### src/rtl/pull_pkg.sv
package pull_pkg;

    localparam int NUM_PORTS = 2;
    localparam int NUM_KINDS = 2;
    localparam int NUM_REGS  = NUM_PORTS * NUM_KINDS;
    localparam int IDX_W     = $clog2(NUM_REGS);

    typedef enum logic {
        KIND_UP   = 1'b0,
        KIND_DOWN = 1'b1
    } pull_kind_e;

    function automatic int reg_index(input int port, input pull_kind_e kind);
        return port * NUM_KINDS + int'(kind);
    endfunction

endpackage

### src/rtl/pull_decode.sv
module pull_decode #(
    parameter int                ADDR_W   = 12,
    parameter logic [ADDR_W-1:0] BASE_OFF = 12'h030
) (
    input  logic [ADDR_W-1:0]        paddr,
    output logic                     hit,
    output logic [pull_pkg::IDX_W-1:0] idx
);
    localparam int LOW_W = pull_pkg::IDX_W + 2;

    always_comb begin
        hit = (paddr[ADDR_W-1:LOW_W] == BASE_OFF[ADDR_W-1:LOW_W]) && (paddr[1:0] == 2'b00);
        idx = paddr[LOW_W-1:2];
    end

endmodule

### src/rtl/pull_wait.sv
module pull_wait #(
    parameter int WR_EXTRA = 3,
    parameter int RD_EXTRA = 2
) (
    input  logic clk,
    input  logic rst_n,
    input  logic psel,
    input  logic penable,
    input  logic pwrite,
    output logic pready
);
    localparam int MAX_EXTRA = (WR_EXTRA > RD_EXTRA) ? WR_EXTRA : RD_EXTRA;
    localparam int CNT_W     = $clog2(MAX_EXTRA + 2);

    typedef struct packed {
        logic [CNT_W-1:0] cnt;
    } wait_st_t;

    wait_st_t st_d, st_q;
    logic     in_access;
    logic [CNT_W-1:0] need;

    always_comb begin
        in_access = psel && penable;
        need      = pwrite ? CNT_W'(WR_EXTRA) : CNT_W'(RD_EXTRA);
        pready    = in_access && (st_q.cnt == need);
        st_d      = st_q;
        if (in_access && !pready) begin
            st_d.cnt = st_q.cnt + 1'b1;
        end else begin
            st_d.cnt = '0;
        end
    end

    always_ff @(posedge clk or negedge rst_n) begin
        if (!rst_n) begin
            st_q <= '0;
        end else begin
            st_q <= st_d;
        end
    end

    a_r5_ready_in_access: assert property (@(posedge clk) disable iff (!rst_n)
        pready |-> (psel && penable));

    generate
        if (WR_EXTRA > 0 && RD_EXTRA > 0) begin : g_first_wait
            a_r5_first_access_waits: assert property (@(posedge clk) disable iff (!rst_n)
                (psel && $rose(penable)) |-> !pready);
        end
    endgenerate

endmodule

### src/rtl/pull_regbank.sv
module pull_regbank #(
    parameter int              PIN_W  = 16,
    parameter logic [PIN_W-1:0] MASK_C = 16'hFFFF,
    parameter logic [PIN_W-1:0] MASK_D = 16'hE0C0
) (
    input  logic                                   clk,
    input  logic                                   rst_n,
    input  logic                                   wr_en,
    input  logic [pull_pkg::IDX_W-1:0]             wr_idx,
    input  logic [PIN_W-1:0]                       wr_data,
    output logic [pull_pkg::NUM_REGS-1:0][PIN_W-1:0] regs
);
    import pull_pkg::*;

    typedef struct packed {
        logic [NUM_REGS-1:0][PIN_W-1:0] word;
    } bank_st_t;

    bank_st_t st_d, st_q;
    logic [NUM_REGS-1:0][PIN_W-1:0] mask;

    generate
        for (genvar r = 0; r < NUM_REGS; r++) begin : g_mask
            assign mask[r] = ((r / NUM_KINDS) == 0) ? MASK_C : MASK_D;
        end
    endgenerate

    always_comb begin
        st_d = st_q;
        for (int r = 0; r < NUM_REGS; r++) begin
            if (wr_en && (wr_idx == IDX_W'(r))) begin
                st_d.word[r] = wr_data & mask[r];
            end
        end
    end

    always_ff @(posedge clk or negedge rst_n) begin
        if (!rst_n) begin
            st_q <= '0;
        end else begin
            st_q <= st_d;
        end
    end

    assign regs = st_q.word;

    a_r9_hold_without_write: assert property (@(posedge clk) disable iff (!rst_n)
        !wr_en |=> $stable(regs));

    generate
        for (genvar r = 0; r < NUM_REGS; r++) begin : g_chk
            a_r7_masked_zero: assert property (@(posedge clk) disable iff (!rst_n)
                (regs[r] & ~mask[r]) == '0);
        end
    endgenerate

endmodule

### src/rtl/pull_drive.sv
module pull_drive #(
    parameter int PIN_W = 16
) (
    input  logic             clk,
    input  logic             rst_n,
    input  logic             apply,
    input  logic [PIN_W-1:0] up_sel,
    input  logic [PIN_W-1:0] down_sel,
    output logic [PIN_W-1:0] up_en,
    output logic [PIN_W-1:0] down_en
);
    generate
        for (genvar i = 0; i < PIN_W; i++) begin : g_pin
            assign down_en[i] = apply & down_sel[i];
            assign up_en[i]   = apply & up_sel[i] & ~down_sel[i];
        end
    endgenerate

    a_r4_down_wins: assert property (@(posedge clk) disable iff (!rst_n)
        (up_en & down_en) == '0);

    a_r3_apply_gates: assert property (@(posedge clk) disable iff (!rst_n)
        !apply |-> (up_en == '0 && down_en == '0));

endmodule

### src/rtl/pull_ctrl_apb.sv
module pull_ctrl_apb #(
    parameter int                ADDR_W   = 12,
    parameter int                DATA_W   = 32,
    parameter int                PIN_W    = 16,
    parameter int                WR_EXTRA = 3,
    parameter int                RD_EXTRA = 2,
    parameter logic [ADDR_W-1:0] BASE_OFF = 12'h030,
    parameter logic [PIN_W-1:0]  MASK_C   = 16'hFFFF,
    parameter logic [PIN_W-1:0]  MASK_D   = 16'hE0C0
) (
    input  logic              pclk,
    input  logic              sys_rst_n,
    input  logic              ret_rst_n,
    input  logic              psel,
    input  logic              penable,
    input  logic              pwrite,
    input  logic [ADDR_W-1:0] paddr,
    input  logic [DATA_W-1:0] pwdata,
    output logic [DATA_W-1:0] prdata,
    output logic              pready,
    output logic              pslverr,
    input  logic              apply_en,
    output logic [PIN_W-1:0]  pu_en_c,
    output logic [PIN_W-1:0]  pd_en_c,
    output logic [PIN_W-1:0]  pu_en_d,
    output logic [PIN_W-1:0]  pd_en_d
);
    import pull_pkg::*;

    logic                           hit;
    logic [IDX_W-1:0]               idx;
    logic                           wr_en;
    logic [NUM_REGS-1:0][PIN_W-1:0] regs;
    logic [NUM_PORTS-1:0][PIN_W-1:0] up_all, down_all;
    logic                           unused_hi;

    assign unused_hi = ^pwdata[DATA_W-1:PIN_W];

    pull_decode #(.ADDR_W(ADDR_W), .BASE_OFF(BASE_OFF)) u_dec (
        .paddr (paddr),
        .hit   (hit),
        .idx   (idx)
    );

    pull_wait #(.WR_EXTRA(WR_EXTRA), .RD_EXTRA(RD_EXTRA)) u_wait (
        .clk     (pclk),
        .rst_n   (sys_rst_n),
        .psel    (psel),
        .penable (penable),
        .pwrite  (pwrite),
        .pready  (pready)
    );

    always_comb begin
        wr_en   = pready && pwrite && hit;
        pslverr = pready && !hit;
        prdata  = '0;
        if (pready && !pwrite && hit) begin
            prdata[PIN_W-1:0] = regs[idx];
        end
    end

    pull_regbank #(.PIN_W(PIN_W), .MASK_C(MASK_C), .MASK_D(MASK_D)) u_bank (
        .clk     (pclk),
        .rst_n   (ret_rst_n),
        .wr_en   (wr_en),
        .wr_idx  (idx),
        .wr_data (pwdata[PIN_W-1:0]),
        .regs    (regs)
    );

    generate
        for (genvar p = 0; p < NUM_PORTS; p++) begin : g_port
            pull_drive #(.PIN_W(PIN_W)) u_drv (
                .clk      (pclk),
                .rst_n    (ret_rst_n),
                .apply    (apply_en),
                .up_sel   (regs[reg_index(p, KIND_UP)]),
                .down_sel (regs[reg_index(p, KIND_DOWN)]),
                .up_en    (up_all[p]),
                .down_en  (down_all[p])
            );
        end
    endgenerate

    assign pu_en_c = up_all[0];
    assign pd_en_c = down_all[0];
    assign pu_en_d = up_all[1];
    assign pd_en_d = down_all[1];

    a_r8_err_with_ready: assert property (@(posedge pclk) disable iff (!sys_rst_n)
        pslverr |-> pready);

    a_r6_upper_read_zero: assert property (@(posedge pclk) disable iff (!sys_rst_n)
        pready |-> (prdata[DATA_W-1:PIN_W] == '0));

    a_r8_err_read_zero: assert property (@(posedge pclk) disable iff (!sys_rst_n)
        pslverr |-> (prdata == '0));

endmodule

### config.mk
export PLATFORM = sky130hd
export DESIGN_NAME = pull_ctrl_apb
export DESIGN_NICKNAME = d
export VERILOG_FILES = /design/src/rtl/pull_pkg.sv /design/src/rtl/pull_decode.sv /design/src/rtl/pull_wait.sv /design/src/rtl/pull_regbank.sv /design/src/rtl/pull_drive.sv /design/src/rtl/pull_ctrl_apb.sv
export SDC_FILE = /design/constraint.sdc
export NUM_CORES = 1
export LEC_CHECK = 0
export BUFFER_PORTS_ARGS = -buffer_cell sky130_fd_sc_hd__buf_2
export CAP_MARGIN = 20
export CORE_MARGIN = 2
export CORE_UTILIZATION = 40
export DETAILED_ROUTE_END_ITERATION = 8
export PLACE_DENSITY = 0.7
export SLEW_MARGIN = 15
export SYNTH_ARGS = -nofsm -noshare
export SYNTH_HDL_FRONTEND = slang
export SYNTH_SLANG_ARGS = --single-unit
export TNS_END_PERCENT = 20
### constraint.sdc
create_clock -name pclk -period 2.85 [get_ports pclk]
set_clock_uncertainty 0.2 [all_clocks]
set_input_delay 0.285 -clock pclk [delete_from_list [all_inputs] [get_ports pclk]]
set_output_delay 0.285 -clock pclk [all_outputs]
set_load 0.03 [all_outputs]
# [Word level (Yosys, flattened, before mapping)]
# Cells that the tools add are included.
[classes] mux=5 bitwise=84 n_lt_le_gt_ge=1 eq_ne=5 n_reduce_logical=18 addsub=1
[op_table] op="1-bit bitwise AND" n=63
[op_table] op="16-bit binary-select mux with 2-bit select" n=1
[op_table] op="16-bit 2-to-1 mux" n=2
[op_table] op="1-bit NOT" n=21
[op_table] op="1-bit logical AND" n=13
[op_table] op="8-bit by 2-bit == test with 1-bit output (second input constant)" n=1
[op_table] op="2-bit == test (second input constant)" n=2
[op_table] op="2-bit logical NOT" n=2
[op_table] op="3-bit by 1-bit adder with 3-bit output (second input constant)" n=1
[op_table] op="3-bit == test" n=1
[op_table] op="1-bit logical NOT" n=3
[op_table] op="2-bit by 3-bit less-than comparator with 1-bit output (second input constant)" n=1
[op_table] op="3-bit 2-to-1 mux" n=1
[op_table] op="2-bit by 1-bit == test with 1-bit output (second input constant)" n=1
[op_table] op="1-bit 2-to-1 mux" n=1
[totals] output_inout_bits=98 regBits=45 word_cells=119

# [Longest topological paths before layout]
[logic_depth] word_depth=6 mapped_depth=7

# [By module]
# From an unflattened synthesis, not the netlist that was laid out.
[hier_totals] cells_unflattened=277 hier_area_um2=3143.0
[by_module_without_submodules] module="pull_regbank" n_inst=1 area_per_inst_um2=1760.4 seq_area_each_um2=1051.0 cells_each=113
[by_module_without_submodules] module="pull_ctrl_apb" n_inst=1 area_per_inst_um2=643.1 seq_area_each_um2=0.0 cells_each=76
[by_module_without_submodules] module="pull_drive" n_inst=2 area_per_inst_um2=270.3 seq_area_each_um2=0.0 cells_each=35
[by_module_without_submodules] module="pull_wait" n_inst=1 area_per_inst_um2=152.6 seq_area_each_um2=75.1 cells_each=13
[by_module_without_submodules] module="pull_decode" n_inst=1 area_per_inst_um2=46.3 seq_area_each_um2=0.0 cells_each=5

# [Worst setup path before layout]
# OpenSTA, ideal clock, no wires.
[synth_timing] path_kind="input port to output port" start="input port pwrite" end="output port prdata[10]" path_stages=7 n_path_buf=3 slack_ns=-0.225 required_time_ns=2.365 arrival_time_ns=2.590 path_cell_list="clkbuf_1 > xnor2_1 > nor2b_1 > clkbuf_1 > nand3b_1 > buf_2 > nor3_1"
[synth_via] elab_chain_len=6 word_cells_on_any_way=7
[synth_lines] element="start: declaration" line="pull_ctrl_apb.sv:16" source="input logic pwrite,"
[synth_lines] element="1-bit 2-to-1 mux" line="pull_wait.sv:25" source="need = pwrite ? CNT_W'(WR_EXTRA) : CNT_W'(RD_EXTRA);"
[synth_lines] element="3-bit == test" line="pull_wait.sv:26" source="pready = in_access && (st_q.cnt == need);"
[synth_lines] element="1-bit logical AND" line="pull_wait.sv:26"
[synth_lines] element="named net pready" line="pull_ctrl_apb.sv:20" source="output logic pready,"
[synth_lines] element="1-bit logical AND (2 in series)" line="pull_ctrl_apb.sv:58" source="if (pready && !pwrite && hit) begin"
[synth_lines] element="16-bit 2-to-1 mux" line="pull_ctrl_apb.sv:58"
[synth_lines] element="end: declaration" line="pull_ctrl_apb.sv:19" source="output logic [DATA_W-1:0] prdata,"
# The timed path passes the listed nets, and every way through them passes these cells.

# [Worst setup path in the final report]
[layout_timing] start="register u_wait.st_q[0] in the netlist's numbering" end="output port prdata[0]"
[layout_via] elab_chain_len=5
[layout_lines] element="start: declaration" line="pull_wait.sv:19" source="wait_st_t st_d, st_q;"
[layout_lines] element="start signal: assignment" line="pull_wait.sv:39" source="st_q <= st_d;"
[layout_lines] element="3-bit == test" line="pull_wait.sv:26"
[layout_lines] element="1-bit logical AND" line="pull_wait.sv:26"
[layout_lines] element="1-bit logical AND (2 in series)" line="pull_ctrl_apb.sv:58"
[layout_lines] element="16-bit 2-to-1 mux" line="pull_ctrl_apb.sv:58"
# No other way between the ends.

==> summary.txt <==
Setup path
  – Critical Path Sink Type: output pin
  – Worst Reg-to-Reg Cells: 5
  – Crit path max fanout: 10
  – Crit path DAT: 1.96 ns
  – Worst R2R Setup Slack: 0.77 ns
  – FF-to-FF End: u_bank.regs[25]
  – Slowest cell on the critical path: dfrtp_1
  – CP Cell Sequence: xnor2_1 -> nor2b_1 -> buf_4 -> nand3b_1 -> buf_4 -> nor3_1 -> buf_2
  – Worst Setup Start Kind: flop
  – CP most frequent cell: buf_4
  – Worst EP required: 2.37 ns
  – Reg-to-reg critical path startpoint: u_wait.st_q[0]
  – Crit Path Category: reg -> out
  – WP buf/inv: 3
  – CP delay by family, top: buffers and inverters
  – Worst path max stage delay: 0.41 ns

Route
  – DR vias: 1,988
  – Post-route DRC violation count: 0
  – Via-per-instance ratio: 4.67
  – Routed wire length: 6110 microns
  – Wire per inst: 14.3 microns
  – Final antenna-violating net count: 0
  – DRT iter0 DRCs: 41
  – DRT Pass-1 Iters: 4

STA
  – Final Hold Vio Count: 0
  – Final Max Slew Viols: 0
  – Crit path time final: 2.45 ns
  – Endpoints failing setup: 0
  – F_max: 409 MHz
  – Final period utilization: 85.9%
  – RSZ-0062 raised after global routing: false
  – Slew headroom: 37.6%
  – Worst slew pin tran: 0.937 ns
  – Final WS setup: 0.403 ns

Clock tree
  – H-tree Lvls: 2
  – CTS resizes: 0
  – Num Clock Sinks: 45
  – Root buffer selected by CTS: clkbuf_8
  – Reg clk slew, reported paths: 0.08 ns
  – Clock Path Buffers: 2
  – CTS tree: built
  – Clk Latency, worst-skew pair: 0.29 ns
  – TritonCTS buffer count: 5

Global route
  – Pin count of the biggest net entering global routing: 43
  – Met3 usage: 3.45%
  – Total GRT Usage: 15.8%
  – Total gr overflow: 0
  – Initial antenna violation count: 0
  – Met1 Usage GRT: 19.1%
  – GR peak layer: met2
  – Met2 global-route usage: 28.5%
  – Vias in the first global route: 1,992
  – First-pass GRT wire length: 9430 microns

Floorplanning
  – Initial core utilization: 41.7%
  – Core area: 6870 sq um
  – Die H: 88.6 microns
  – FP Rows: 30
  – IO Pins: 149
  – Die Span X: 88.6 microns
  – Die area: 7850 sq um

Power and ir drop
  – Worst ir drop on vdd: 0.000195 V
  – Pleak: 0.00198 uW
  – Power Total: 1180 uW
  – Power per cell area: 349 nW/um^2

Placement
  – Dpl hpwl: 4420 microns
  – Number of port buffers: 94
  – Routability Congestion: 0.767
  – Pre-CTS setup slack: 0.294 ns

Yosys
  – Main combinational cell family by area after synthesis: multiplexers
  – Mux contribution to synthesized area: 26.9%
  – Xor and xnor fraction of the mapped netlist area: 0.612%
  – Flops & latches, synth: 45
  – Synth Warn #: 0
  – Post-Synth Adder-Cell Area: 0.437%
  – Syn_area_per_cell: 12.1 sq um
  – Simple-gate share of the synthesized area: 20.2%
  – Count of cell types in the netlist: 27
  – Gate Count Post-Synth: 237
  – Sequential element share of the synthesized area: 39.4%
  – Mapped cell area: 2860 sq um
  – Post-synthesis compound-gate area fraction: 0%

Status
  – Outcome: complete, no violations

Finish
  – Antenna diode instance count: 0
  – P&R area growth vs syn: 18.0%
  – Layout cells sized above 1: 47.0%
  – Nets: 382
  – Filler Cells Inserted: 652

Min path
  – Hold worst-path end: u_bank.regs[10]
  – Hold depth: 2
  – Min-delay worst type: in -> reg
  – Hold_sp: pwdata[10]

Job
  – MaxCap Viol Count: 0
## registers in the layout (all words and copies together) (netlist names)
register and count:
u_bank.regs 42, u_wait.st_q 3
## layout by cell type (no fill, tap or decap)
cell,count
and2_1,22
and2b_1,1
and3b_1,21
buf_2,94
buf_4,4
clkbuf_1,1
clkbuf_8,6
conb_1,38
dfrtp_1,45
dlygate4sd3_1,2
ha_1,1
inv_1,1
mux2_2,22
mux2_4,20
mux2i_1,11
mux4_2,5
nand3_1,1
nand3b_1,2
nand4_1,2
nand4_4,2
nand4b_1,1
nor2_1,4
nor2b_1,8
nor3_1,11
nor4_4,1
or4_4,1
or4bb_1,1
xnor2_1,2
## metrics by stage
| stage | instances | hold slack (ns) | instance area (sq um) | TNS, ns | utilization [%] |
|---|---|---|---|---|---|
| floorplan | 274 | -0.211 | 3000 | -2.30 | - |
| global placement | 417 | -0.115 | 3270 | 0 | 47.6 |
| detailed placement | 417 | -0.109 | 3270 | 0 | 47.6 |
| CTS | 426 | 0.0295 | 3380 | 0 | 49.2 |
| global route | 426 | 0.0261 | 3380 | 0 | 49.2 |
| finish | 426 | 0.0378 | 3380 | 0 | 49.2 |
## logic make-up after synthesis
logic type / count (synthesis)
buf+inv: 52
fa+ha+maj: 1
xor+xnor: 2
mux: 58
other cells: 1
flops: 45
simple gates: 78
## layer usage
| metal | vias to the layer above | part of all wire (%) |
|---|---|---|
| met3 | 2 | 4.5 |
| li1 | 937 | - |
| met2 | 72 | 52 |
| met5 | - | 0 |
| met4 | 0 | 0.52 |
| met1 | 977 | 43 |
## report_power, final
part / leakage, uW / switching, uW / internal (uW)
Combinational: 0.00131 / 116 / 31.0
Clock: 0.0000443 / 200 / 193
Sequential: 0.000628 / 1.36 / 639
## synth_stat cells, drive strengths merged
| master | n | area (sq um) |
|---|---|---|
| nand3b | 2 | 15.0 |
| clkbuf | 10 | 37.5 |
| buf | 41 | 313 |
| nand4b | 1 | 8.76 |
| nor2 | 4 | 15.0 |
| conb | 1 | 3.75 |
| xnor2 | 2 | 17.5 |
| inv | 1 | 3.75 |
| or4 | 1 | 11.3 |
| nor2b | 8 | 50.1 |
| mux2 | 42 | 548 |
| and3b | 21 | 184 |
| nand3 | 1 | 5.00 |
| mux2i | 11 | 110 |
| nand4 | 4 | 55.1 |
| and2b | 1 | 7.51 |
| nor3 | 11 | 55.1 |
| dfrtp | 45 | 1130 |
| and2 | 22 | 138 |
| ha | 1 | 12.5 |
| nor4 | 1 | 21.3 |
| mux4 | 5 | 113 |
| or4bb | 1 | 11.3 |
## what timing repair did
| item | CTS | global route |
|---|---|---|
| hold buffers | 2 | 0 |
| setup buffers | 0 | 0 |
| hold endpoints to repair | 45 | 0 |
## cell type report
type | instances | area, sq um | area share, %
multi-input cells | 177 | 1520 | 45.0
flip-flops and latches | 45 | 1130 | 33.3
repair buffers | 100 | 520 | 15.4
well taps | 96 | 120 | 3.56
clock buffers | 7 | 86.3 | 2.56
inverters | 1 | 3.75 | 0.111
## how the worst max path moves through the flow
stage	from	to	slack (ns)	cells past startpoint
after floorplan	pwrite	prdata[10]	-0.23	7
after global placement	paddr[9]	u_bank.regs[1]	0.34	6
after detailed placement	paddr[9]	u_bank.regs[1]	0.29	6
after CTS	u_wait.st_q[0]	prdata[2]	0.35	7
after global routing	u_wait.st_q[0]	prdata[0]	0.22	7
final	u_wait.st_q[0]	prdata[0]	0.40	7
Note: power is estimated with default switching activity, not from simulation.
